File: src/rtl/iotsb_pkg.sv
package iotsb_pkg;
  localparam int PA_W    = 40;
  localparam int WORD_W  = 64;
  localparam int PG_LSB  = 13;
  localparam int OFF_W   = 27;
  localparam int BASE_W  = 26;
  localparam int NPG_LOG = 10;

  typedef enum logic [2:0] {
    FLT_NONE     = 3'd0,
    FLT_DESC_INV = 3'd1,
    FLT_PGSZ     = 3'd2,
    FLT_UNDER    = 3'd3,
    FLT_RANGE    = 3'd4,
    FLT_ENT_INV  = 3'd5,
    FLT_WPROT    = 3'd6
  } fault_e;

  typedef struct packed {
    logic              vld;
    logic [2:0]        rsvd;
    logic [BASE_W-1:0] base;
    logic [OFF_W-1:0]  off;
    logic [2:0]        pgsz;
    logic [3:0]        tbl;
  } desc_t;

  typedef struct packed {
    logic [15:0] dkey;
    logic [8:0]  rsvd_hi;
    logic [25:0] frame;
    logic [6:0]  rsvd_lo;
    logic [2:0]  fnum;
    logic        key;
    logic        wr;
    logic        vld;
  } entry_t;
endpackage

File: src/rtl/iotsb_desc_file.sv
module iotsb_desc_file #(
  parameter int DEPTH = 32,
  parameter int W     = 64,
  localparam int AW   = $clog2(DEPTH)
) (
  input  logic          clk,
  input  logic          rst_n,
  input  logic          we,
  input  logic [AW-1:0] waddr,
  input  logic [W-1:0]  wdata,
  input  logic [AW-1:0] raddr,
  output logic [W-1:0]  rdata
);
  logic [W-1:0] regs [DEPTH];

  for (genvar g = 0; g < DEPTH; g++) begin : g_ent
    logic hit;
    assign hit = we && (waddr == AW'(g));
    always_ff @(posedge clk or negedge rst_n) begin
      if (!rst_n)   regs[g] <= '0;
      else if (hit) regs[g] <= wdata;
    end
  end

  assign rdata = regs[raddr];
endmodule

File: src/rtl/iotsb_page_calc.sv
module iotsb_page_calc
  import iotsb_pkg::*;
(
  input  desc_t           desc,
  input  logic [PA_W-1:0] va,
  output fault_e          fault,
  output logic [PA_W-1:0] ent_addr,
  output logic [PA_W-1:0] off_mask
);
  logic [5:0]      shamt;
  logic [PA_W-1:0] pn, adj, npages, base_pa, off_ext;
  logic            rsv_code;
  logic            unused_desc;

  assign shamt    = 6'(PG_LSB) + 6'(desc.pgsz) * 6'd3;
  assign pn       = va >> shamt;
  assign off_ext  = PA_W'(desc.off);
  assign adj      = pn - off_ext;
  assign npages   = (PA_W'(1) << NPG_LOG) << desc.tbl;
  assign base_pa  = {{(PA_W-BASE_W-PG_LSB){1'b0}}, desc.base, {PG_LSB{1'b0}}};
  assign ent_addr = (adj << 3) + base_pa;
  assign off_mask = (PA_W'(1) << shamt) - PA_W'(1);
  assign unused_desc = ^desc.rsvd;

  always_comb begin
    unique case (desc.pgsz)
      3'd2, 3'd4, 3'd6, 3'd7: rsv_code = 1'b1;
      default:                rsv_code = 1'b0;
    endcase
  end

  always_comb begin
    if (!desc.vld)             fault = FLT_DESC_INV;
    else if (rsv_code)         fault = FLT_PGSZ;
    else if (pn < off_ext)     fault = FLT_UNDER;
    else if (adj > npages)     fault = FLT_RANGE;
    else                       fault = FLT_NONE;
  end
endmodule

File: src/rtl/iotsb_entry_dec.sv
module iotsb_entry_dec
  import iotsb_pkg::*;
(
  input  logic [WORD_W-1:0] raw,
  input  logic [PA_W-1:0]   va,
  input  logic [PA_W-1:0]   off_mask,
  input  logic              is_write,
  output fault_e            fault,
  output logic [PA_W-1:0]   pa,
  output logic              key_vld
);
  localparam int NB = WORD_W / 8;

  logic [WORD_W-1:0] swapped;
  entry_t            ent;
  logic              unused_ent;

  for (genvar b = 0; b < NB; b++) begin : g_swap
    assign swapped[8*b +: 8] = raw[8*(NB-1-b) +: 8];
  end

  assign ent        = entry_t'(swapped);
  assign pa         = {{(PA_W-26-PG_LSB){1'b0}}, ent.frame, {PG_LSB{1'b0}}} | (va & off_mask);
  assign key_vld    = ent.key;
  assign unused_ent = ^{ent.dkey, ent.rsvd_hi, ent.rsvd_lo, ent.fnum};

  always_comb begin
    if (!ent.vld)                fault = FLT_ENT_INV;
    else if (is_write && !ent.wr) fault = FLT_WPROT;
    else                         fault = FLT_NONE;
  end
endmodule

File: src/rtl/iotsb_walker.sv
module iotsb_walker
  import iotsb_pkg::*;
#(
  parameter int TSB_CNT = 32,
  localparam int TSB_AW = $clog2(TSB_CNT)
) (
  input  logic              clk,
  input  logic              rst_n,
  input  logic              desc_we,
  input  logic [TSB_AW-1:0] desc_waddr,
  input  logic [WORD_W-1:0] desc_wdata,
  input  logic              req_valid,
  output logic              req_ready,
  input  logic [PA_W-1:0]   req_va,
  input  logic              req_write,
  input  logic [TSB_AW-1:0] req_tsb,
  output logic              mem_req_valid,
  input  logic              mem_req_ready,
  output logic [PA_W-1:0]   mem_req_addr,
  input  logic              mem_rsp_valid,
  input  logic [WORD_W-1:0] mem_rsp_data,
  output logic              rsp_valid,
  output logic [PA_W-1:0]   rsp_pa,
  output logic [2:0]        rsp_fault,
  output logic              rsp_key_valid
);
  typedef enum logic [2:0] {
    ST_IDLE, ST_DESC, ST_MREQ, ST_MWAIT, ST_RESP
  } state_e;

  state_e             state_q, state_d;
  logic [PA_W-1:0]    va_q, addr_q, mask_q, pa_q;
  logic               wr_q, key_q;
  logic [TSB_AW-1:0]  tsb_q;
  fault_e             fault_q;

  logic [WORD_W-1:0]  desc_raw;
  fault_e             calc_fault, ent_fault;
  logic [PA_W-1:0]    calc_addr, calc_mask, ent_pa;
  logic               ent_key;
  logic               ld_req, ld_walk, ld_ent;

  iotsb_desc_file #(.DEPTH(TSB_CNT), .W(WORD_W)) u_desc (
    .clk   (clk),
    .rst_n (rst_n),
    .we    (desc_we),
    .waddr (desc_waddr),
    .wdata (desc_wdata),
    .raddr (tsb_q),
    .rdata (desc_raw)
  );

  iotsb_page_calc u_calc (
    .desc     (desc_t'(desc_raw)),
    .va       (va_q),
    .fault    (calc_fault),
    .ent_addr (calc_addr),
    .off_mask (calc_mask)
  );

  iotsb_entry_dec u_dec (
    .raw      (mem_rsp_data),
    .va       (va_q),
    .off_mask (mask_q),
    .is_write (wr_q),
    .fault    (ent_fault),
    .pa       (ent_pa),
    .key_vld  (ent_key)
  );

  assign ld_req  = (state_q == ST_IDLE) && req_valid;
  assign ld_walk = (state_q == ST_DESC);
  assign ld_ent  = (state_q == ST_MWAIT) && mem_rsp_valid;

  always_comb begin
    state_d = state_q;
    unique case (state_q)
      ST_IDLE:  if (req_valid) state_d = ST_DESC;
      ST_DESC:  state_d = (calc_fault == FLT_NONE) ? ST_MREQ : ST_RESP;
      ST_MREQ:  if (mem_req_ready) state_d = ST_MWAIT;
      ST_MWAIT: if (mem_rsp_valid) state_d = ST_RESP;
      ST_RESP:  state_d = ST_IDLE;
      default:  state_d = ST_IDLE;
    endcase
  end

  always_ff @(posedge clk or negedge rst_n) begin
    if (!rst_n) state_q <= ST_IDLE;
    else        state_q <= state_d;
  end

  always_ff @(posedge clk or negedge rst_n) begin
    if (!rst_n) begin
      va_q  <= '0;
      wr_q  <= 1'b0;
      tsb_q <= '0;
    end else if (ld_req) begin
      va_q  <= req_va;
      wr_q  <= req_write;
      tsb_q <= req_tsb;
    end
  end

  always_ff @(posedge clk or negedge rst_n) begin
    if (!rst_n) begin
      addr_q <= '0;
      mask_q <= '0;
    end else if (ld_walk) begin
      addr_q <= calc_addr;
      mask_q <= calc_mask;
    end
  end

  always_ff @(posedge clk or negedge rst_n) begin
    if (!rst_n) begin
      fault_q <= FLT_NONE;
      pa_q    <= '0;
      key_q   <= 1'b0;
    end else if (ld_walk) begin
      fault_q <= calc_fault;
      pa_q    <= '0;
      key_q   <= 1'b0;
    end else if (ld_ent) begin
      fault_q <= ent_fault;
      pa_q    <= (ent_fault == FLT_NONE) ? ent_pa : '0;
      key_q   <= (ent_fault == FLT_NONE) && ent_key;
    end
  end

  assign req_ready     = (state_q == ST_IDLE);
  assign mem_req_valid = (state_q == ST_MREQ);
  assign mem_req_addr  = addr_q;
  assign rsp_valid     = (state_q == ST_RESP);
  assign rsp_pa        = pa_q;
  assign rsp_fault     = fault_q;
  assign rsp_key_valid = key_q;
endmodule

File: config.mk
export PLATFORM = sky130hd
export DESIGN_NAME = iotsb_walker
export DESIGN_NICKNAME = d
export VERILOG_FILES = /design/src/rtl/iotsb_pkg.sv /design/src/rtl/iotsb_desc_file.sv /design/src/rtl/iotsb_page_calc.sv /design/src/rtl/iotsb_entry_dec.sv /design/src/rtl/iotsb_walker.sv
export SDC_FILE = /design/constraint.sdc
export NUM_CORES = 2
export LEC_CHECK = 0
export BUFFER_PORTS_ARGS = -buffer_cell sky130_fd_sc_hd__buf_2
export CAP_MARGIN = 20
export CORE_ASPECT_RATIO = 0.5
export CORE_MARGIN = 4
export CORE_UTILIZATION = 45
export DETAILED_ROUTE_END_ITERATION = 12
export PLACE_DENSITY = 0.66
export SLEW_MARGIN = 20
export SYNTH_ARGS = -nofsm -noshare
export SYNTH_HDL_FRONTEND = slang
export SYNTH_SLANG_ARGS = --single-unit
File: constraint.sdc
create_clock -name clk -period 12.25 [get_ports clk]
set_input_delay 2.45 -clock clk [delete_from_list [all_inputs] [get_ports clk]]
set_output_delay 2.45 -clock clk [all_outputs]
set_load 0.01 [all_outputs]
==> summary.txt <==
outcome: finished clean
Avg Cell Area, Syn: 15.14 sq um
GPL Wtd Cong: 0.8700
die width: 673.4 um
starting density of the core: 45.50%
postcts setup bufs: 0
Vert. Die Dim: 340.7 um
Hold WS: 0.4709 ns
CP Max Fanout: 40
RSZ-0062 raised after global routing: no
Fin. Hold Viols: 0
residual DRC count: 0
Placed Area: 103,500 sq um
Seq/Total Area, Yosys: 53.31%
Routed WL per cell: 27.96 um
max_cap viols: 0
Worst-path clk slew: 0.07 ns
kind of critical path: flop to flop
Final setup violation count: 0
Post-Syn Area: 99,610 sq um
Longest Clk Path Bufs: 4
Synth Instances: 6,580
clk_lat worst skew: 0.85 ns
hold crit path type: flop to flop
fin crit period: 11.02 ns
max frequency: 90.76 MHz
die area: 229,400 sq um
EDFF count, synth: 0
clock sinks: 2,122
clock root cell: clkbuf_16
Synth top area share: 53.31%
Post-synth top cells: dfrtp_1 (2,122), mux2_2 (2,005), mux4_2 (590)
WL final: 269.7 mm
total grt overflow: 0
Post-DRT Antenna Nets: 0
# IOs: 272
vias post-DR: 58,120
Slew HR: 20.24%
startpoint class of the critical path: flop
Worst Path Arrival: 11.72 ns
routed vias/inst: 6.024
final instance area: 110,300 sq um
CTS tree: yes
first-pass GRT wire length: 404.2 mm
FF+latch count, synth: 2,122
ranking of synthesized cells by area: dfrtp_1 (53%), mux2_2 (23%), mux4_2 (13%)
PortBufs: 230
vias in the first global route: 59,950
Core Footprint: 218,900 sq um
final period utilization: 89.94%
leading area contributor after synthesis: dfrtp_1
Critical Path RT: 12.95 ns
Max H-tree Level: 4
CP endpoint kind: flop
site row count: 121
synth warn: 0
Worst path max stage delay: 1.15 ns
1st-pass router iterations: 8
Reg2Reg Setup Slack: 1.23 ns
top-count cell post-synth: dfrtp_1
initial antenna violation count: 36
P&R area growth vs syn: 10.71%
largest net degree at the start of global routing: 178
initial drt markers: 5,208
Top FF cell, synth: dfrtp_1
post_cts resized: 0
Synth cell types: 80
final slew viol count: 0
Post-CTS Hold Fix Bufs: 0
CP dominant cell by count: o21ai_0
CTS Buf Count: 198
gr usage total: 23.48%
layout cells sized above 1: 49.97%
setup TNS: 0 ns
Worst-Margin Slew: 1.196 ns
FFs w/ async S/R, synth: 100.0%
Final #Nets: 6,807
final clock skew: 0.05242 ns
CP max-delay cell: fa_2
fill cell count: 18,410
HPWL Detailed: 157.3 mm
-- cell families after synthesis --
| kind of cell | share of synthesized area (%) |
|---|---|
| multiplexers | 37.50 |
| flip-flops | 53.31 |
| buffers and inverters | 2.476 |
| AND/OR/NAND/NOR | 2.483 |
| AO/OA/AOI/OAI | 2.679 |
| adder cells (fa/ha/maj) | 1.066 |
| XOR/XNOR | 0.4836 |
| other | 0.003765 |
-- worst paths after layout --
kind / from / to / cells after the start
max in group asynchronous: rst_n / u_desc.regs[1682]$_DFFE_PN0P_ / 3
worst max-delay path: tsb_q[0]$_DFFE_PN0P_ / mem_req_addr[39]$_DFFE_PN0P_ / 36
worst min-delay path: mem_req_addr[13]$_DFFE_PN0P_ / mem_req_addr[13]$_DFFE_PN0P_ / 2
worst min register to register: mem_req_addr[13]$_DFFE_PN0P_ / mem_req_addr[13]$_DFFE_PN0P_ / 2
worst max register to register: tsb_q[0]$_DFFE_PN0P_ / mem_req_addr[39]$_DFFE_PN0P_ / 36
min in group asynchronous: rst_n / u_desc.regs[1602]$_DFFE_PN0P_ / 1
-- registers in the layout, summed over array words and instances, names as in the netlist --
signal,cells
rsp_pa,40
wr_q,1
state_q,3
mask_q,40
va_q,40
mem_req_addr,37
rsp_key_valid,1
tsb_q,5
u_desc.regs,1952
rsp_fault,3
-- cells in the final DEF (no fill, tap or decap), drive strengths merged, types with 17 or more instances in the layout --
cell type and instances:
ha 76, a21oi 115, and2 17, xor2 17, buf 365, mux2i 105, a211oi 25, o31ai 17
mux2 2006, a21o 34, nand2 269, nor2 106, xnor2 38, nor3 32, clkbuf 293, nor2b 26
nand3 21, dfrtp 2122, a31oi 17, inv 30, o21ai 123, mux4 606, clkinv 34
-- per-layer routing --
| layer | share of wire, % | wire length, um | GRT usage, % | vias to the layer above |
|---|---|---|---|---|
| li1 | - | - | - | 24390 |
| met1 | 47 | 125700 | 35.26 | 31840 |
| met2 | 45 | 120000 | 35.09 | 1507 |
| met3 | 6.9 | 18520 | 5.272 | 382 |
| met4 | 2.0 | 5461 | 4.822 | 4 |
| met5 | 0.0096 | 26 | 0 | - |
-- area by class of cell --
| class | instances | area, sq um | share of cell area (%) |
|---|---|---|---|
| sequential | 2122 | 53120 | 48.17 |
| multi-input combinational | 3825 | 44320 | 40.19 |
| clock buffer | 293 | 5968 | 5.412 |
| tap | 2952 | 3694 | 3.349 |
| timing repair buffer | 365 | 2370 | 2.149 |
| clock inverter | 56 | 685.7 | 0.6217 |
| inverter | 29 | 113.9 | 0.1032 |
| antenna | 6 | 15.01 | 0.01361 |
-- per-stage QoR --
| stage | instances | util [%] | setup slack [ns] |
|---|---|---|---|
| after floorplan | 6582 | - | 2.294 |
| after global placement | 9289 | 47.29 | 1.355 |
| after detailed placement | 9290 | 47.30 | 1.230 |
| after CTS | 9639 | 50.34 | 1.162 |
| after global routing | 9646 | 50.37 | 0.4111 |
| final | 9648 | 50.37 | 1.232 |
-- critical path: cells and delay by family, from the launching register on --
| kind | cells | cell delay [ns] |
|---|---|---|
| AO/OA/AOI/OAI | 16 | 3.58 |
| adder cells (fa/ha/maj) | 6 | 2.84 |
| multiplexers | 4 | 1.94 |
| flip-flops | 1 | 0.95 |
| AND/OR/NAND/NOR | 7 | 0.80 |
| buffers and inverters | 3 | 0.69 |
Power is not shown: default switching activity piles up to over one toggle a cycle in this logic, so the estimate is an artifact.
